[src/rtl/sar_host_pkg.sv]
package sar_host_pkg;

   typedef enum logic [3:0] {
      ST_IDLE,
      ST_SETUP,
      ST_ALIGN,
      ST_CONV,
      ST_WAIT_HI,
      ST_WAIT_LO,
      ST_RD_LO,
      ST_RD_HI,
      ST_GAP
   } host_state_t;

   function automatic int max_of(input int a, input int b);
      return (a > b) ? a : b;
   endfunction

endpackage

[src/rtl/sar_host_sync.sv]
module sar_host_sync #(
   parameter int STAGES = 2
) (
   input  logic clk,
   input  logic rst_n,
   input  logic d_i,
   output logic q_o
);
   logic [STAGES-1:0] chain_q;

   generate
      if (STAGES < 2) begin : g_bad_stages
         $error("sar_host_sync: STAGES must be at least 2");
      end
      for (genvar i = 0; i < STAGES; i++) begin : g_stage
         if (i == 0) begin : g_first
            always_ff @(posedge clk or negedge rst_n) begin
               if (!rst_n) chain_q[0] <= 1'b0;
               else        chain_q[0] <= d_i;
            end
         end else begin : g_next
            always_ff @(posedge clk or negedge rst_n) begin
               if (!rst_n) chain_q[i] <= 1'b0;
               else        chain_q[i] <= chain_q[i-1];
            end
         end
      end
   endgenerate

   assign q_o = chain_q[STAGES-1];
endmodule

[src/rtl/sar_host_cclk.sv]
module sar_host_cclk #(
   parameter int HI_CYC   = 13,
   parameter int LO_CYC   = 13,
   parameter int LEAD_CYC = 3
) (
   input  logic clk,
   input  logic rst_n,
   output logic cclk_o,
   output logic lead_ok_o
);
   localparam int PH_MAX = sar_host_pkg::max_of(HI_CYC, LO_CYC);
   localparam int PH_W   = $clog2(PH_MAX + 1);

   logic            cclk_q;
   logic [PH_W-1:0] ph_cnt_q;

   generate
      if (HI_CYC < 2 || LO_CYC < 2) begin : g_bad_phase
         $error("sar_host_cclk: each phase needs at least 2 cycles");
      end
      if (LEAD_CYC < 1 || LEAD_CYC >= LO_CYC) begin : g_bad_lead
         $error("sar_host_cclk: LEAD_CYC must lie in 1..LO_CYC-1");
      end
   endgenerate

   always_ff @(posedge clk or negedge rst_n) begin
      if (!rst_n) begin
         cclk_q   <= 1'b0;
         ph_cnt_q <= PH_W'(LO_CYC - 1);
      end else if (ph_cnt_q == '0) begin
         cclk_q   <= ~cclk_q;
         ph_cnt_q <= cclk_q ? PH_W'(LO_CYC - 1) : PH_W'(HI_CYC - 1);
      end else begin
         ph_cnt_q <= ph_cnt_q - 1'b1;
      end
   end

   // Low phase with enough cycles left before the next rise.
   assign lead_ok_o = !cclk_q && (ph_cnt_q >= PH_W'(LEAD_CYC));
   assign cclk_o    = cclk_q;
endmodule

[src/rtl/sar_host_seq.sv]
module sar_host_seq
   import sar_host_pkg::*;
#(
   parameter int DATA_W       = 16,
   parameter int CS_SETUP_CYC = 2,
   parameter int CONV_LO_CYC  = 6,
   parameter int RD_LO_CYC    = 13,
   parameter int RD_HI_CYC    = 6,
   parameter int GAP_CYC      = 32,
   parameter int BUSY_TMO_CYC = 1024
) (
   input  logic              clk,
   input  logic              rst_n,
   input  logic              start_i,
   input  logic              run_i,
   input  logic              byte_mode_i,
   input  logic              lead_ok_i,
   input  logic              busy_s_i,
   input  logic [DATA_W-1:0] db_i,
   output logic              cs_n_o,
   output logic              convst_n_o,
   output logic              rd_n_o,
   output logic              byte_o,
   output logic [DATA_W-1:0] sample_o,
   output logic              vld_o,
   output logic              tmo_o
);
   localparam int HALF_W  = DATA_W / 2;
   localparam int CNT_MAX = max_of(max_of(BUSY_TMO_CYC, GAP_CYC),
                                   max_of(max_of(RD_LO_CYC, RD_HI_CYC),
                                          max_of(CS_SETUP_CYC, CONV_LO_CYC)));
   localparam int CNT_W   = $clog2(CNT_MAX + 1);

   host_state_t       st_q, st_nx;
   logic [CNT_W-1:0]  cnt_q, cnt_nx;
   logic              half_q, half_nx;
   logic              mode_q, mode_nx;
   logic              cap_lo, cap_hi, cap_word;
   logic              vld_nx, tmo_nx;
   logic [DATA_W-1:0] smp_q;

   always_comb begin
      st_nx    = st_q;
      cnt_nx   = (cnt_q != '0) ? cnt_q - 1'b1 : cnt_q;
      half_nx  = half_q;
      mode_nx  = mode_q;
      cap_lo   = 1'b0;
      cap_hi   = 1'b0;
      cap_word = 1'b0;
      vld_nx   = 1'b0;
      tmo_nx   = 1'b0;
      unique case (st_q)
         ST_IDLE: begin
            if (start_i || run_i) begin
               st_nx   = ST_SETUP;
               cnt_nx  = CNT_W'(CS_SETUP_CYC - 1);
               mode_nx = byte_mode_i;
            end
         end
         ST_SETUP: begin
            if (cnt_q == '0) st_nx = ST_ALIGN;
         end
         ST_ALIGN: begin
            if (lead_ok_i) begin
               st_nx  = ST_CONV;
               cnt_nx = CNT_W'(CONV_LO_CYC - 1);
            end
         end
         ST_CONV: begin
            if (cnt_q == '0) begin
               st_nx  = ST_WAIT_HI;
               cnt_nx = CNT_W'(BUSY_TMO_CYC - 1);
            end
         end
         ST_WAIT_HI: begin
            if (busy_s_i) begin
               st_nx = ST_WAIT_LO;
            end else if (cnt_q == '0) begin
               st_nx  = ST_GAP;
               cnt_nx = CNT_W'(GAP_CYC - 1);
               tmo_nx = 1'b1;
            end
         end
         ST_WAIT_LO: begin
            if (!busy_s_i) begin
               st_nx   = ST_RD_LO;
               cnt_nx  = CNT_W'(RD_LO_CYC - 1);
               half_nx = 1'b0;
            end else if (cnt_q == '0) begin
               st_nx  = ST_GAP;
               cnt_nx = CNT_W'(GAP_CYC - 1);
               tmo_nx = 1'b1;
            end
         end
         ST_RD_LO: begin
            if (cnt_q == '0) begin
               if (mode_q && !half_q) begin
                  cap_lo  = 1'b1;
                  st_nx   = ST_RD_HI;
                  cnt_nx  = CNT_W'(RD_HI_CYC - 1);
                  half_nx = 1'b1;
               end else begin
                  cap_hi   = mode_q;
                  cap_word = !mode_q;
                  st_nx    = ST_GAP;
                  cnt_nx   = CNT_W'(GAP_CYC - 1);
                  half_nx  = 1'b0;
                  vld_nx   = 1'b1;
               end
            end
         end
         ST_RD_HI: begin
            if (cnt_q == '0) begin
               st_nx  = ST_RD_LO;
               cnt_nx = CNT_W'(RD_LO_CYC - 1);
            end
         end
         ST_GAP: begin
            if (cnt_q == '0) st_nx = ST_IDLE;
         end
         default: st_nx = ST_IDLE;
      endcase
   end

   always_ff @(posedge clk or negedge rst_n) begin
      if (!rst_n) begin
         st_q       <= ST_IDLE;
         cnt_q      <= '0;
         half_q     <= 1'b0;
         mode_q     <= 1'b0;
         cs_n_o     <= 1'b1;
         convst_n_o <= 1'b1;
         rd_n_o     <= 1'b1;
         vld_o      <= 1'b0;
         tmo_o      <= 1'b0;
      end else begin
         st_q       <= st_nx;
         cnt_q      <= cnt_nx;
         half_q     <= half_nx;
         mode_q     <= mode_nx;
         cs_n_o     <= (st_nx == ST_IDLE) || (st_nx == ST_GAP);
         convst_n_o <= (st_nx != ST_CONV);
         rd_n_o     <= (st_nx != ST_RD_LO);
         vld_o      <= vld_nx;
         tmo_o      <= tmo_nx;
      end
   end

   always_ff @(posedge clk or negedge rst_n) begin
      if (!rst_n) begin
         smp_q <= '0;
      end else if (cap_word) begin
         smp_q <= db_i;
      end else if (cap_lo) begin
         smp_q[HALF_W-1:0] <= db_i[HALF_W-1:0];
      end else if (cap_hi) begin
         smp_q[DATA_W-1:HALF_W] <= db_i[HALF_W-1:0];
      end
   end

   assign byte_o   = half_q;
   assign sample_o = smp_q;
endmodule

[src/rtl/sar_adc_host.sv]
module sar_adc_host #(
   parameter int DATA_W       = 16,
   parameter int SYNC_STAGES  = 2,
   parameter int CCLK_HI_CYC  = 13,
   parameter int CCLK_LO_CYC  = 13,
   parameter int CS_SETUP_CYC = 2,
   parameter int CONV_LO_CYC  = 6,
   parameter int CONV_LEAD_CYC = 3,
   parameter int RD_LO_CYC    = 13,
   parameter int RD_VALID_CYC = 10,
   parameter int RD_HI_CYC    = 6,
   parameter int GAP_CYC      = 32,
   parameter int BUSY_TMO_CYC = 1024
) (
   input  logic              clk,
   input  logic              rst_n,
   input  logic              start_i,
   input  logic              run_i,
   input  logic              byte_mode_i,
   output logic [DATA_W-1:0] sample_o,
   output logic              sample_vld_o,
   output logic              timeout_o,
   output logic              adc_clk_o,
   output logic              adc_cs_n_o,
   output logic              adc_convst_n_o,
   output logic              adc_rd_n_o,
   output logic              adc_byte_o,
   input  logic              adc_busy_i,
   input  logic [DATA_W-1:0] adc_db_i
);
   generate
      if (DATA_W < 2 || (DATA_W % 2) != 0) begin : g_bad_width
         $error("sar_adc_host: DATA_W must be even and at least 2");
      end
      if (RD_LO_CYC <= RD_VALID_CYC) begin : g_bad_read
         $error("sar_adc_host: read pulse shorter than data-valid delay");
      end
      if (CS_SETUP_CYC < 1 || CONV_LO_CYC < 1 || RD_HI_CYC < 1 ||
          GAP_CYC < 1 || BUSY_TMO_CYC < 2) begin : g_bad_count
         $error("sar_adc_host: timing counts must be positive");
      end
   endgenerate

   logic lead_ok;
   logic busy_s;

   sar_host_cclk #(
      .HI_CYC  (CCLK_HI_CYC),
      .LO_CYC  (CCLK_LO_CYC),
      .LEAD_CYC(CONV_LEAD_CYC)
   ) u_cclk (
      .clk      (clk),
      .rst_n    (rst_n),
      .cclk_o   (adc_clk_o),
      .lead_ok_o(lead_ok)
   );

   sar_host_sync #(
      .STAGES(SYNC_STAGES)
   ) u_busy_sync (
      .clk  (clk),
      .rst_n(rst_n),
      .d_i  (adc_busy_i),
      .q_o  (busy_s)
   );

   sar_host_seq #(
      .DATA_W      (DATA_W),
      .CS_SETUP_CYC(CS_SETUP_CYC),
      .CONV_LO_CYC (CONV_LO_CYC),
      .RD_LO_CYC   (RD_LO_CYC),
      .RD_HI_CYC   (RD_HI_CYC),
      .GAP_CYC     (GAP_CYC),
      .BUSY_TMO_CYC(BUSY_TMO_CYC)
   ) u_seq (
      .clk        (clk),
      .rst_n      (rst_n),
      .start_i    (start_i),
      .run_i      (run_i),
      .byte_mode_i(byte_mode_i),
      .lead_ok_i  (lead_ok),
      .busy_s_i   (busy_s),
      .db_i       (adc_db_i),
      .cs_n_o     (adc_cs_n_o),
      .convst_n_o (adc_convst_n_o),
      .rd_n_o     (adc_rd_n_o),
      .byte_o     (adc_byte_o),
      .sample_o   (sample_o),
      .vld_o      (sample_vld_o),
      .tmo_o      (timeout_o)
   );
endmodule

[config.mk]
export PLATFORM = sky130hd
export DESIGN_NAME = sar_adc_host
export DESIGN_NICKNAME = d
export VERILOG_FILES = /design/src/rtl/sar_host_pkg.sv /design/src/rtl/sar_host_sync.sv /design/src/rtl/sar_host_cclk.sv /design/src/rtl/sar_host_seq.sv /design/src/rtl/sar_adc_host.sv
export SDC_FILE = /design/constraint.sdc
export NUM_CORES = 1
export LEC_CHECK = 0
export ABC_AREA = 1
export BUFFER_PORTS_ARGS = -buffer_cell sky130_fd_sc_hd__buf_2
export CAP_MARGIN = 20
export CORE_UTILIZATION = 56
export DETAILED_ROUTE_END_ITERATION = 10
export HOLD_SLACK_MARGIN = 0.15
export PLACE_DENSITY = 0.8
export SYNTH_ARGS = -nofsm -noshare
export SYNTH_HDL_FRONTEND = slang
export SYNTH_SLANG_ARGS = --single-unit
[constraint.sdc]
create_clock -name clk -period 2.3 [get_ports clk]
set_input_delay 0.23 -clock clk [delete_from_list [all_inputs] [get_ports clk]]
set_output_delay 0.23 -clock clk [all_outputs]
set_load 0.05 [all_outputs]
* Yosys cells after proc, flatten, opt, wreduce, memory -nomap -nowiden
Cells that the tools add are included. W data, S select, Z words.
Storage, ports and cells: bits of input ports 22, word-level logic and storage cells 98, memories kept 0, flip-flop bits (word level) 45, ROM bits 0, latch bits 0, memory bits (writable) 0, output and inout port bits 23
Operators by class: order comparisons 1, divide/modulo/power cells 0, multipliers 0, add/sub/neg operators 2, eq/ne operators 14, muxes and demuxes 47, bitwise logic cells 1, shift-type cells 0, reduce and logical (&&, ||, !) cells 18
Operators by type and width (count):
- $mux W11 | 9
- $pmux W11 S7 | 1
- $mux W4 | 12
- $pmux W4 S9 | 1
- $mux W8 | 3
- $mux W1 | 17
- $eq A4 B3 Y1 const B | 4
- $mux W16 | 1
- $logic_not A4 Y1 | 3
- $logic_not A11 Y1 | 1
- $reduce_bool A11 Y1 | 1
- $sub A11 B1 Y11 const B | 1
- $eq A4 B2 Y1 const B | 2
- $eq A4 B4 Y1 const B | 2
- $reduce_bool A2 Y1 | 3
- $mux W5 | 1
- $eq A4 B1 Y1 const B | 1
- $ge A4 B2 Y1 const B | 1
- $ne A2 B2 Y1 const B | 2
- $ne A4 B2 Y1 const B | 1
- $ne A4 B3 Y1 const B | 1
- $pmux W1 S2 | 2
- $reduce_and A2 Y1 | 2
- $sub A4 B1 Y4 const B | 1
- 6 further kinds | 10

* Longest topological paths before layout
word-level depth 8, depth in mapped cells 13, depth with buffers taken out 13

* Hierarchy
Synthesis repeated with hierarchy kept, for this count alone.
Second synthesis, totals: cell total of the unflattened synthesis 339, area total of the unflattened synthesis 2693.8 sq um
Modules (own cells, without submodules):
- sar_host_seq | sequential area each 954.7 sq um, instances 1, area each 2422.3 sq um, cells each 314
- sar_host_cclk | sequential area each 127.6 sq um, instances 1, area each 221.5 sq um, cells each 23
- sar_host_sync | sequential area each 50.0 sq um, instances 1, area each 50.0 sq um, cells each 2

* Worst setup path before layout
Ideal clock, no wire load.
kind register to register, start reg u_seq.cnt_q[0], end reg u_seq.half_q (netlist: u_seq.byte_o), arrival time 1.613 ns, path buffers 1, library setup time 0.125 ns, period minus slack after synthesis 1.738 ns, data required time 2.175 ns, setup slack 0.562 ns, stages on the path, launching flop included 9, cell sequence dfrtp_1 inv_1 ha_1 nand2_1 nor2_1 nand2_2 buf_2 o21ai_0 mux2_2
Between the ends: cells in the longest elaborated chain, start to end 3
Ends and longest elaborated chain:
- start, declared | line sar_host_seq.sv:35 | logic [CNT_W-1:0] cnt_q, cnt_nx;
- start signal, assigned | line sar_host_seq.sv:138 | cnt_q <= cnt_nx;
- $logic_not A11 Y1 | line sar_host_seq.sv:96 | if (cnt_q == '0) begin
- $ne A2 B1 Y1 (no line)
- $reduce_and A3 Y1 (no line)
- end signal, assigned | line sar_host_seq.sv:139 | half_q <= half_nx;
- end, declared | line sar_host_seq.sv:36 | logic half_q, half_nx;
No other way between the ends. A chain may end at the register's enable or synchronous reset.

* Worst setup path after layout
start reg u_seq.cnt_q[0], end reg u_seq.smp_q[0] (netlist: u_seq.sample_o[0])
Between the ends: cells in the longest elaborated chain, start to end 4, elaborated cells on any way between the ends 7, those cells by class mux (5); reduce/logical (2)
Ends and longest elaborated chain:
- $logic_not A11 Y1 * | line sar_host_seq.sv:96
- $mux W1 | line sar_host_seq.sv:96
- $mux W1 | line sar_host_seq.sv:52 | unique case (st_q)
- $mux W16 / $reduce_bool A2 Y1 (equally long branches)
- end signal, assigned | line sar_host_seq.sv:153 | smp_q <= db_i;
- end signal, assigned by index | line sar_host_seq.sv:155 | smp_q[HALF_W-1:0] <= db_i[HALF_W-1:0];
- end signal, assigned by index | line sar_host_seq.sv:157 | smp_q[DATA_W-1:HALF_W] <= db_i[HALF_W-1:0];
- end, declared | line sar_host_seq.sv:40 | logic [DATA_W-1:0] smp_q;
Every way passes the cells marked *; elsewhere a longest branch is shown, timed or not.

==> qor.csv <==
stage,metric,value,unit
run_status,outcome,"complete, no violations",
die,initial_utilization,0.597,
clock_network,cts-resized-gates,0,
power,report.power.total,1.46,mW
job,cap_violations,0,
worst_setup_path,crit_fanout,16,
layout,area_delta_synth_final,15.7,%
global_route,grt_max_degree,44,
timing,slew_viol_final,0,
timing,period_needed,2.02,ns
timing,tightest_slew,0.934,ns
synth,synth_ff_type,dfrtp_1,
die,die_h,70.8,um
clock_network,clk_path_buf_depth,2,
power,peakVddDrop,0.000379,V
place,dp_hpwl,4.33,mm
drt,drcViolationCount,0,
drt,ant_nets,0,
place,gp_congestion,0.948,
die,ios,45,
worst_setup_path,cp_data_required_time,2.48,ns
timing,rsz0062_at_grt,false,
clock_network,cts.clk_slew.worst_paths,0.08,ns
worst_setup_path,rr_worst_depth,9,
clock_network,cts_setup_buffers,0,
place,dpl_worst_slack,0.301,ns
synth,synth_cell_types,33,
hold_path,whs_path_depth,3,
layout,final_cell_area,0.00307,sq mm
clock_network,hold_buffers,3,
drt,via_count,2383,
timing,hold_violations,0,
die,dieArea,0.00501,sq mm
die,die_width,70.8,um
power,p_leak,1.69,nW
synth,async_flop_share,1.00,
layout,final_cell_mix,"nand2_1, nor2_1, inv_1",
clock_network,cts_made_buffers,5,
clock_network,cts_tree,done,
timing,timing.hold.ws,0.178,ns
power,cellPowerDensity,477,mW/mm^2
global_route,gr-usage-all-layers,0.255,
synth,synthesis.nets,380,
drt,drtIter0Drc,87,
global_route,grt_pass1_wl,9.99,mm
worst_setup_path,worst_ep_arrival_time,2.21,ns
drt,wl,5.76,mm
place,io_buffers,44,
layout,final_cell_count_no_fill,462,
global_route,antenna_found_initial,0,
timing,maxSlewHeadroom,0.377,
layout,diodes,0,
timing,setup_viol,0,
timing,setup_slack,0.278,ns
synth,synthCells,356,
synth,syn_area_per_cell,7.45,sq um
layout,layout_commonest_cell,nand2_1,
synth,yosysWarningCount,0,
synth,synth_area,0.00265,sq mm
layout,drive_above_1_share,0.237,
drt,wl_per_cell,12.5,um
clock_network,root_buffer,clkbuf_8,
layout,nets,433,
clock_network,insertion_delay,0.30,ns
worst_setup_path,critPathCaptureType,flip-flop,
timing,finalCritPeriodShare,0.879,
die,rows,24,
drt,firstDrtPassIters,4,
clock_network,cts.sinks,45,
synth,seq_area_frac_synth,0.427,
timing,skew,0.00569,ns
global_route,first_global_vias,2313,
clock_network,htreeDepth,2,
synth,ys_ff_latch,45,
global_route,overflow,0,
drt,viasPerCell,5.16,
layout,fin_util,0.690,
worst_setup_path,worst-setup-path-type,flip-flop to flip-flop,
timing,fmax,495,MHz
place,dpl.cell_count,451,
die,coreArea,0.00444,sq mm
hold_path,worstHoldPathType,primary input to flip-flop,
synth,synth_edf_count,0,
worst_setup_path,worst_setup_path_start_kind,flip-flop,
timing,setup_tns,0,ns
place,post_dp_cell_area,0.00292,sq mm
final timing paths:
kind / startpoint / to / slack, ns
setup / recovery: u_seq.cnt_q[0]$_DFF_PN0_ / u_seq.sample_o[0]$_DFFE_PN0P_ / 0.28
hold / removal: adc_db_i[5] / u_seq.sample_o[5]$_DFFE_PN0P_ / 0.18
setup reg to reg: u_seq.cnt_q[0]$_DFF_PN0_ / u_seq.sample_o[0]$_DFFE_PN0P_ / 0.28
hold reg to reg: u_busy_sync.chain_q[0]$_DFF_PN0_ / u_busy_sync.q_o$_DFF_PN0_ / 0.36
max in group asynchronous: rst_n / u_seq.cs_n_o$_DFF_PN1_ / 1.01
min in group asynchronous: rst_n / u_seq.sample_o[15]$_DFFE_PN0P_ / 0.62
synthesized netlist by cell type (4+ instances only):
master	n	area [sq um]
a21oi_1	8	40.0
dfrtp_1	40	1000
dfstp_2	5	131
inv_1	48	180
nand2_1	98	368
nand2_2	4	25.0
nand3_1	19	95.1
nor2_1	50	188
nor2_2	5	31.3
nor2_4	4	45.0
nor3_1	10	50.1
o21ai_0	23	115
o21ai_2	10	87.6
xor2_1	5	43.8
routing by layer:
layer / global-route usage / share of wire / up-vias
met5: 0 / 0 / -
met4: 0.109 / 0.028 / 0
met3: 0.0527 / 0.049 / 17
met2: 0.437 / 0.49 / 76
met1: 0.313 / 0.43 / 1081
li1: - / - / 1209
power breakdown:
group / switching, mW / internal [mW] / total (mW)
logic: 0.0348 / 0.0224 / 0.0572
registers: 0.00578 / 0.794 / 0.800
clock network: 0.281 / 0.326 / 0.606
total: 0.321 / 1.14 / 1.46
flip-flops by register name, indices dropped and copies added, names as in the netlist, 4 cells and up:
signal,count
u_seq.sample_o,16
u_seq.cnt_q,11
u_cclk.ph_cnt_q,4
u_seq.st_q,4
kinds of logic after synthesis:
| group | Yosys count | share of synthesized area |
|---|---|---|
| AND/OR/NAND/NOR | 201 | 0.345 |
| AO/OA/AOI/OAI | 45 | 0.106 |
| adder cells (fa/ha/maj) | 2 | 0.00944 |
| flip-flops | 45 | 0.427 |
| XOR/XNOR | 6 | 0.0198 |
| buffers and inverters | 56 | 0.0882 |
| multiplexers | 1 | 0.00425 |
critical path: stages (launching register included):
cell and delay [ns]:
dfrtp_1 0.40, inv_1 0.12, ha_1 0.19, nand2_1 0.09, nor2_1 0.18, nand2_2 0.21, nor3_4 0.36, a21oi_4 0.17
nand2_1 0.12, o21ai_2 0.05
layout make-up:
type                            instances  area (sq um)
Clock buffer                            5          68.8
Clock inverter                          3          43.8
Fill cell                             377          1380
Inverter                               51           191
Multi-Input combinational cell        255          1280
Sequential cell                        45          1130
Tap cell                               52          65.1
Timing Repair Buffer                   51           280
Note: power is estimated with default switching activity, not from simulation.
